--- src/rtl/utx_pkg.sv ---
package utx_pkg;

    localparam int MAX_DATA = 9;
    localparam int FRAME_W  = 1 + MAX_DATA + 1 + 2;
    localparam int LEN_W    = $clog2(FRAME_W + 1);

    typedef enum logic [1:0] {
        LEN_7  = 2'd0,
        LEN_8  = 2'd1,
        LEN_9  = 2'd2,
        LEN_8X = 2'd3
    } len_code_e;

    typedef struct packed {
        len_code_e len;
        logic      par_en;
        logic      par_odd;
        logic      two_stop;
    } fmt_t;

    typedef struct packed {
        logic [FRAME_W-1:0] bits;
        logic [LEN_W-1:0]   len;
    } frame_t;

    function automatic int data_count(input len_code_e c);
        case (c)
            LEN_7:   return 7;
            LEN_9:   return 9;
            default: return 8;
        endcase
    endfunction

    // Bit 0 of the result goes out first; unused upper bits are 1 (stop level).
    function automatic frame_t build_frame(input logic [MAX_DATA-1:0] d, input fmt_t f);
        frame_t r;
        int     n;
        logic   p;
        n      = data_count(f.len);
        p      = f.par_odd;
        r.bits = '1;
        r.bits[0] = 1'b0;
        for (int i = 0; i < MAX_DATA; i++) begin
            if (i < n) begin
                r.bits[1+i] = d[i];
                p = p ^ d[i];
            end
        end
        if (f.par_en) r.bits[1+n] = p;
        r.len = LEN_W'(n + 2 + int'(f.par_en) + int'(f.two_stop));
        return r;
    endfunction

endpackage

--- src/rtl/utx_baud.sv ---
module utx_baud #(
    parameter int NSRC  = 4,
    parameter int DIV_W = 8,
    localparam int SEL_W = $clog2(NSRC),
    localparam int CNT_W = DIV_W + 4
) (
    input  logic             clk,
    input  logic             rst,
    input  logic             run,
    input  logic [NSRC-1:0]  src_tick,
    input  logic [SEL_W-1:0] src_sel,
    input  logic [DIV_W-1:0] div,
    output logic             bit_end
);
    logic [CNT_W-1:0] cnt;
    logic [CNT_W-1:0] limit;
    logic             tick;

    assign tick    = src_tick[src_sel];
    assign limit   = {div, 4'hF};
    assign bit_end = run && tick && (cnt == limit);

    always_ff @(posedge clk) begin
        if (rst || !run) begin
            cnt <= '0;
        end else if (tick) begin
            cnt <= (cnt == limit) ? '0 : cnt + CNT_W'(1);
        end
    end
endmodule

--- src/rtl/utx_cts_sync.sv ---
module utx_cts_sync #(
    parameter int STAGES = 2
) (
    input  logic clk,
    input  logic rst,
    input  logic d_in,
    output logic d_out
);
    logic [STAGES-1:0] sr;

    always_ff @(posedge clk) begin
        if (rst) sr <= '1;
        else     sr <= {sr[STAGES-2:0], d_in};
    end

    assign d_out = sr[STAGES-1];
endmodule

--- src/rtl/utx_shifter.sv ---
module utx_shifter
    import utx_pkg::*;
(
    input  logic   clk,
    input  logic   rst,
    input  logic   load,
    input  frame_t frame_in,
    input  logic   bit_end,
    output logic   busy,
    output logic   last,
    output logic   line
);
    logic [FRAME_W-1:0] sh_q;
    logic [LEN_W-1:0]   left;

    always_ff @(posedge clk) begin
        if (rst) begin
            sh_q <= '1;
            left <= '0;
            busy <= 1'b0;
        end else if (load) begin
            sh_q <= frame_in.bits;
            left <= frame_in.len;
            busy <= 1'b1;
        end else if (busy && bit_end) begin
            sh_q <= {1'b1, sh_q[FRAME_W-1:1]};
            left <= left - LEN_W'(1);
            if (left == LEN_W'(1)) busy <= 1'b0;
        end
    end

    assign last = (left == LEN_W'(1));
    assign line = busy ? sh_q[0] : 1'b1;
endmodule

--- src/rtl/uart_tx_cts.sv ---
module uart_tx_cts
    import utx_pkg::*;
#(
    parameter int NSRC       = 4,
    parameter int DIV_W      = 8,
    parameter int CTS_STAGES = 2,
    localparam int SEL_W     = $clog2(NSRC)
) (
    input  logic                clk,
    input  logic                rst,
    input  logic [NSRC-1:0]     src_tick,
    input  logic [SEL_W-1:0]    src_sel,
    input  logic [DIV_W-1:0]    brg_div,
    input  logic [1:0]          len_sel,
    input  logic                par_en,
    input  logic                par_odd,
    input  logic                two_stop,
    input  logic                tx_en,
    input  logic                cts_en,
    input  logic                irq_on_done,
    input  logic                wr_stb,
    input  logic [MAX_DATA-1:0] wr_data,
    input  logic                cts_n,
    input  logic                irq_ack,
    output logic                txd,
    output logic                irq,
    output logic                buf_empty,
    output logic                tx_empty
);
    logic                hold_full;
    logic [MAX_DATA-1:0] hold_q;
    logic                cts_sync;
    logic                sh_busy, sh_last, bit_end;
    logic                frame_done, slot_free, cts_ok, load, irq_set, irq_q;
    fmt_t                fmt;
    frame_t              nxt_frame;

    utx_baud #(.NSRC(NSRC), .DIV_W(DIV_W)) i_baud (
        .clk(clk), .rst(rst), .run(sh_busy), .src_tick(src_tick),
        .src_sel(src_sel), .div(brg_div), .bit_end(bit_end)
    );

    utx_cts_sync #(.STAGES(CTS_STAGES)) i_sync (
        .clk(clk), .rst(rst), .d_in(cts_n), .d_out(cts_sync)
    );

    assign fmt       = '{len: len_code_e'(len_sel), par_en: par_en,
                         par_odd: par_odd, two_stop: two_stop};
    assign nxt_frame = build_frame(hold_q, fmt);

    assign frame_done = sh_busy && bit_end && sh_last;
    assign slot_free  = !sh_busy || frame_done;
    assign cts_ok     = !cts_en || !cts_sync;
    assign load       = slot_free && hold_full && tx_en && cts_ok;
    assign irq_set    = irq_on_done ? (frame_done && !hold_full) : load;

    utx_shifter i_shift (
        .clk(clk), .rst(rst), .load(load), .frame_in(nxt_frame),
        .bit_end(bit_end), .busy(sh_busy), .last(sh_last), .line(txd)
    );

    always_ff @(posedge clk) begin
        if (rst) begin
            hold_full <= 1'b0;
            hold_q    <= '0;
        end else if (wr_stb) begin
            hold_full <= 1'b1;
            hold_q    <= wr_data;
        end else if (load) begin
            hold_full <= 1'b0;
        end
    end

    always_ff @(posedge clk) begin
        if (rst)          irq_q <= 1'b0;
        else if (irq_set) irq_q <= 1'b1;
        else if (irq_ack) irq_q <= 1'b0;
    end

    assign irq       = irq_q;
    assign buf_empty = !hold_full;
    assign tx_empty  = !hold_full && !sh_busy;
endmodule

--- config.mk ---
export PLATFORM = sky130hd
export DESIGN_NAME = uart_tx_cts
export DESIGN_NICKNAME = d
export VERILOG_FILES = /design/src/rtl/utx_pkg.sv /design/src/rtl/utx_baud.sv /design/src/rtl/utx_cts_sync.sv /design/src/rtl/utx_shifter.sv /design/src/rtl/uart_tx_cts.sv
export SDC_FILE = /design/constraint.sdc
export NUM_CORES = 1
export LEC_CHECK = 0
export BUFFER_PORTS_ARGS = -buffer_cell sky130_fd_sc_hd__buf_4
export CAP_MARGIN = 10
export CORE_MARGIN = 4
export CORE_UTILIZATION = 33
export DETAILED_ROUTE_END_ITERATION = 12
export HOLD_SLACK_MARGIN = 0.15
export PLACE_DENSITY = 0.52
export SLEW_MARGIN = 5
export SYNTH_ARGS = -nofsm -noshare
export SYNTH_HDL_FRONTEND = slang
export SYNTH_HIERARCHICAL = 1
export SYNTH_SLANG_ARGS = --single-unit
--- constraint.sdc ---
create_clock -name clk -period 6.72 [get_ports clk]
set_input_delay 1.344 -clock clk [delete_from_list [all_inputs] [get_ports clk]]
set_output_delay 1.344 -clock clk [all_outputs]
set_load 0.1 [all_outputs]
==> results_dict.tcl, run 1 <==
set metrics [dict create \
    status "completed" \
    drtAntennaViolNets 0 \
    grt_busiest_layer "met2" \
    period_share_pct 66.5 \
    track_usage_pct 12.3 \
    clk_pin_slew_ps 80 \
    synth-seq-cells 43 \
    drc 0 \
    final_cells 389 \
    top_level_ports 40 \
    dieArea_um2 8780 \
    arrival_ps 4650 \
    cts_setup_buffers 0 \
    cts_buffers 5 \
    whs_ps 411 \
    cp-end-kind "flip-flop" \
    grt_max_degree 34 \
    htree_num_levels 2 \
    seq_area_um2 861 \
    synth_area_per_cell_um2 9.29 \
    crit_type "primary input to flip-flop" \
    peakVddDrop_uv 103 \
    antenna_found_initial 0 \
    min_period_ps 4470 \
    cts_tree "yes" \
    synth_top_area_cell "dfxtp_1" \
    yosys_warnings 6 \
    ys_seq_area_share_pct 35.5 \
    max_stage_delay_ps 620 \
    multi_input_area_um2 1460 \
    rows 30 \
    min_path_type "flip-flop to flip-flop" \
    drtPass1Iterations 4 \
    worst_slew_pin_slew_ps 721 \
    setup_tns_ps 0 \
    cts_resized 0 \
    syn_inst 261 \
    first_iter_violations 120 \
    crit_path_cell_trace "buf_4 -> xnor2_1 -> nand4_4 -> nor4_2 -> and2_1 -> nand2_1 -> a221o_1 -> inv_1 -> clkinv_1 -> nor2_1 -> o21bai_1" \
    vias 1905 \
    yosys-top-cells-count "43 x dfxtp_1, 37 x nor2_1, 16 x a211oi_1, 16 x xnor2_1, 14 x and3_1" \
    start_util_pct 34.7 \
    synth_edf_count 0 \
    p_leak_nw 1.22 \
    grt_pass1_wl_um 8620 \
    wirelength_um 5060 \
    cp.required_ps 6900 \
    use_met3_pct 2.80 \
    synth.area.top_cells "dfxtp_1 36%, xnor2_1 5.8%, nor2_1 5.7%" \
    io_buffers 39 \
    cp_slowest_cell "clkinv_1" \
    slew_viol_final 0 \
    cts_sinks 43 \
    wl_per_cell_um 13.0 \
    grtUsageMet2_pct 18.3 \
    synth_ff_type "dfxtp_1" \
    n_fill_cell 729 \
    final_nets 333 \
    synth_cell_types 52 \
    finClkSkew_ps 7.63 \
    grt_pass1_vias 1828 \
    hpwl_um 3620 \
    rsz0062_at_grt "no" \
    finalHoldViolCount 0 \
    async_flop_share_pct 0 \
    root_buffer "clkbuf_8" \
    n_antenna_cell 0 \
    synth_top_area_share_pct 35.5 \
    rrSetupSlack_ps 2960 \
    postCtsHoldBufs 0 \
    vias_per_cell 4.90 \
    slew_headroom_pct 51.9 \
    placed_cells 381 \
    grt-ovfl-total 0 \
    critPathLaunchType "primary input" \
    cts_buffer_depth 2 \
    die_width_um 93.7 \
    crit_buf_inv 3 \
    core_area_um2 6980 \
    clk_latency_ps 290 \
    drv_cap 0 \
    path_max_fanout 19 \
    gp_congestion 0.724 \
    dieHeight_um 93.7 \
    p_total_uw 606 \
    area_delta_synth_final_pct 19.6 \
    synth.cell_area_um2 2420 \
    powerDensity_nw_per_um2 209 \
    globalRouteMet1Util_pct 17.2 \
    fmax_mhz 224 \
    setup_viol 0 \
    fin_util_pct 41.5 \
    critPathTopFamily "simple AND/OR/NAND/NOR gates" \
    drive_gt1_share_pct 20.5 \
    post-synth-top-count-cell "dfxtp_1" \
]
-- state kept, by name, indices dropped and copies added (netlist names) --
name and flops:
hold_q 9, i_baud/cnt 12, i_sync/sr 2, hold_full 1
i_shift/busy 1, i_shift/left 4, irq 1, i_shift/sh_q 13
-- worst paths after layout --
| path | from | endpoint | cells past startpoint |
|---|---|---|---|
| worst max-delay path | brg_div[7] | i_shift/sh_q[1] | 11 |
| worst max register to register | i_baud/cnt[4] | i_shift/sh_q[1] | 10 |
| worst min register to register | i_sync/sr[0] | i_sync/sr[1] | 1 |
| worst min-delay path | i_sync/sr[0] | i_sync/sr[1] | 1 |
-- worst register-to-register path, cell delays in order, from the launching register on --
cell and delay (ps):
dfxtp_1 520, xnor2_4 170, nand4_4 150, nor4_2 350
and2_1 540, nand2_1 170, a221o_1 370, inv_1 400
clkinv_1 630, nor2_1 260, o21bai_1 90
-- logic make-up (layout without fill, tap and decap cells) --
| logic type | after synthesis | in the layout | share of synthesized area, % |
|---|---|---|---|
| DFF | 43 | 43 | 35.5 |
| buffers and inverters | 25 | 55 | 4.59 |
| adders and majority gates | 5 | 5 | 2.89 |
| muxes | 15 | 15 | 7.12 |
| and+or+nand+nor | 89 | 89 | 20.1 |
| other | 2 | 4 | 0.310 |
| xor gates and xnor gates | 23 | 23 | 10.5 |
| AOI/OAI and AO/OA | 59 | 59 | 18.9 |
-- through the flow --
| stage | setup WS, ps | cell area [µm²] |
|---|---|---|
| floorplan | 3070 | 2430 |
| global placement | 2030 | 2760 |
| detailed placement | 1940 | 2760 |
| CTS | 2270 | 2900 |
| global route | 1840 | 2900 |
| finish | 2250 | 2900 |
-- cell type report --
class | instances | share of cell area (%)
multi-input combinational | 195 | 50.3
sequential | 43 | 29.7
timing repair buffer | 39 | 10.1
tap | 96 | 4.14
clock buffer | 5 | 2.37
clock inverter | 3 | 2.33
inverter | 8 | 1.04
-- per-layer routing --
layer	part of all wire, %	up-vias	wire length (µm)
met5	0	-	0
met4	1.4	0	71
met3	4.7	5	237
met2	44	40	2220
met1	50	871	2540
li1	-	989	-
-- placed cells by master (no fill, tap or decap), types with 2 or more instances in the layout --
cell type and instances:
dfxtp_1 43, buf_4 39, nor2_1 37, xnor2_1 16, a211oi_1 16, and3_1 14, o21bai_1 13, mux2i_1 12
a21oi_1 10, o21ai_0 8, inv_1 7, nand2_1 7, or3_1 6, clkbuf_8 5, nand3_1 4, ha_1 4
conb_1 4, xor2_1 3, nand2b_1 3, xnor3_1 2, nand4bb_1 2, nor3b_1 2, a31oi_1 2, bufinv_16 2
nand4_1 2, mux2_4 2, a22oi_4 2, nor4_1 2, or2_1 2
-- where the power goes --
group          total (mW)  internal [mW]  switching (mW)  leakage [nW]
registers           0.271          0.264         0.00795         0.351
logic              0.0946         0.0499          0.0446         0.802
clock network       0.240          0.148          0.0920        0.0644
Note: power is estimated with default switching activity, not from simulation.
==> run 2, diff against run 1 <==
==> constraint.sdc (replaced) <==
create_clock -name clk -period 4.2 [get_ports clk]
set_input_delay 0.84 -clock clk [delete_from_list [all_inputs] [get_ports clk]]
set_output_delay 0.84 -clock clk [all_outputs]
set_load 0.1 [all_outputs]
==> run 2 against run 1 <==
  * Setup slack got worse by 1300 ps
  * Routed wire length rose by 1.7%
  * Cell count rose by 0.51%
  * Clock power rose by 18%
  * Core utilization fell by 0.30 points
  * Combinational power rose by 61%
  * Clock-buffer cell count rose by 3
  * Die area did not move
  * Critical path depth did not move
  * Via count rose by 1.4%
  * Sequential power rose by 61%
  * Critical endpoint is now i_shift/sh_q[4]
  * Largest cell class unchanged
==> results_dict.tcl, run 2 (synthesized netlist as in run 1, its figures left out) <==
set metrics [dict create \
    status "completed" \
    drtPass1Iterations 4 \
    die_width_um 93.7 \
    top_level_ports 40 \
    dieArea_um2 8780 \
    postCtsHoldBufs 0 \
    vias 1931 \
    layout_commonest_cell "dfxtp_1" \
    regMostFlops "i_shift/sh_q" \
    grt_max_degree 34 \
    p_total_uw 871 \
    design_area_um2 2880 \
    rrSetupSlack_ps 1180 \
    crit_type "primary input to flip-flop" \
    whs_ps 412 \
    final_cells 391 \
    worst_slew_pin_slew_ps 763 \
    period_share_pct 76.8 \
    r2r-start "i_baud/cnt[4]" \
    dpl_worst_slack_ps 673 \
    place_area_um2 2780 \
    cp-end-kind "flip-flop" \
    vias_per_cell 4.94 \
    arrival_ps 3400 \
    slew_viol_final 0 \
    min_path_type "flip-flop to flip-flop" \
    grt-ovfl-total 0 \
    slew_headroom_pct 49.1 \
    placed_cells 383 \
    dieHeight_um 93.7 \
    start_util_pct 34.7 \
    cts_buffers 5 \
    p_leak_nw 1.22 \
    wirelength_um 5150 \
    finClkSkew_ps 7.17 \
    r2r_cells 10 \
    reg_top3 "i_shift/sh_q: 13 flops, i_baud/cnt: 12 flops, hold_q: 9 flops" \
    clk_pin_slew_ps 80 \
    hp-start "i_sync/sr[0]" \
    largest_reg_flops 13 \
    wl_per_cell_um 13.2 \
    io_buffers 39 \
    n_antenna_cell 0 \
    cp.required_ps 4380 \
    r2r-end "i_shift/sh_q[4]" \
    final_cell_mix "43 x dfxtp_1, 41 x buf_4, 37 x nor2_1" \
    fmax_mhz 310 \
    drc 0 \
    hpwl_um 3740 \
    cts_sinks 43 \
    core_area_um2 6980 \
    cts_resized 0 \
    root_buffer "clkbuf_8" \
    min_path_cells 1 \
    peakVddDrop_uv 202 \
    powerDensity_nw_per_um2 303 \
    min_to "i_sync/sr[1]" \
    track_usage_pct 12.2 \
    finalWorstSetupSlack_ps 975 \
    final_nets 335 \
    rsz0062_at_grt "no" \
    min_period_ps 3230 \
    area_delta_synth_final_pct 18.7 \
    grt_pass1_vias 1859 \
    setup_viol 0 \
    antenna_found_initial 0 \
    first_iter_violations 118 \
    htree_num_levels 2 \
    drive_gt1_share_pct 20.7 \
    critPathLaunchType "primary input" \
    drv_cap 0 \
    clk_latency_ps 280 \
    cts_setup_buffers 0 \
    setup_tns_ps 0 \
    grt_pass1_wl_um 8750 \
    finalHoldViolCount 0 \
    cts_buffer_depth 2 \
    gp_congestion 0.762 \
    cts_tree "yes" \
    drtAntennaViolNets 0 \
    rows 30 \
    fin_util_pct 41.2 \
    path_max_fanout 19 \
]
==> run 2: changes by cell type in the layout (fill, tap and decap cells not counted), sizes merged <==
cell,change
buf,+2
bufinv,-2
clkinvlp,-1
clkbuf,+3
==> run 2: worst max-delay path by stage <==
stage / start / end / slack (ps) / cells past startpoint
2_1_floorplan: brg_div[7] / i_shift/sh_q[4] / 1060 / 12
3_3_place_gp: brg_div[7] / i_shift/sh_q[4] / 730 / 11
3_5_place_dp: brg_div[2] / i_shift/sh_q[4] / 670 / 11
4_1_cts: brg_div[2] / i_shift/sh_q[4] / 980 / 11
5_1_grt: brg_div[3] / i_shift/sh_q[7] / 730 / 11
6_report: brg_div[2] / i_shift/sh_q[4] / 970 / 11
==> run 2: area by class of cell <==
type	instances	area, µm²
Sequential cell	43	861
Fill cell	731	4100
Timing Repair Buffer	41	308
Multi-Input combinational cell	195	1460
Tap cell	96	120
Clock buffer	8	100
Inverter	8	30.0
==> run 2: where the power goes <==
| part | switching, mW | leakage [nW] | internal (mW) |
|---|---|---|---|
| clock network | 0.134 | 0.0515 | 0.150 |
| registers | 0.0128 | 0.351 | 0.422 |
| logic | 0.0720 | 0.813 | 0.0805 |
==> run 2: per-layer routing <==
layer,global-route usage (%),wire (µm),vias to the layer above
li1,-,-,995
met1,16.8,2630,905
met2,19.5,2310,29
met3,2.72,161,2
met4,2.89,41,0
met5,0,0,-
==> run 2: critical path, cell delays in order <==
cell and delay (ps):
buf_4 110, xnor2_1 150, nand4_1 250, nor4_2 380
and2_1 320, nand2_1 120, a221o_1 350, inv_1 90
clkinv_1 430, nor2_1 270, o21bai_1 90
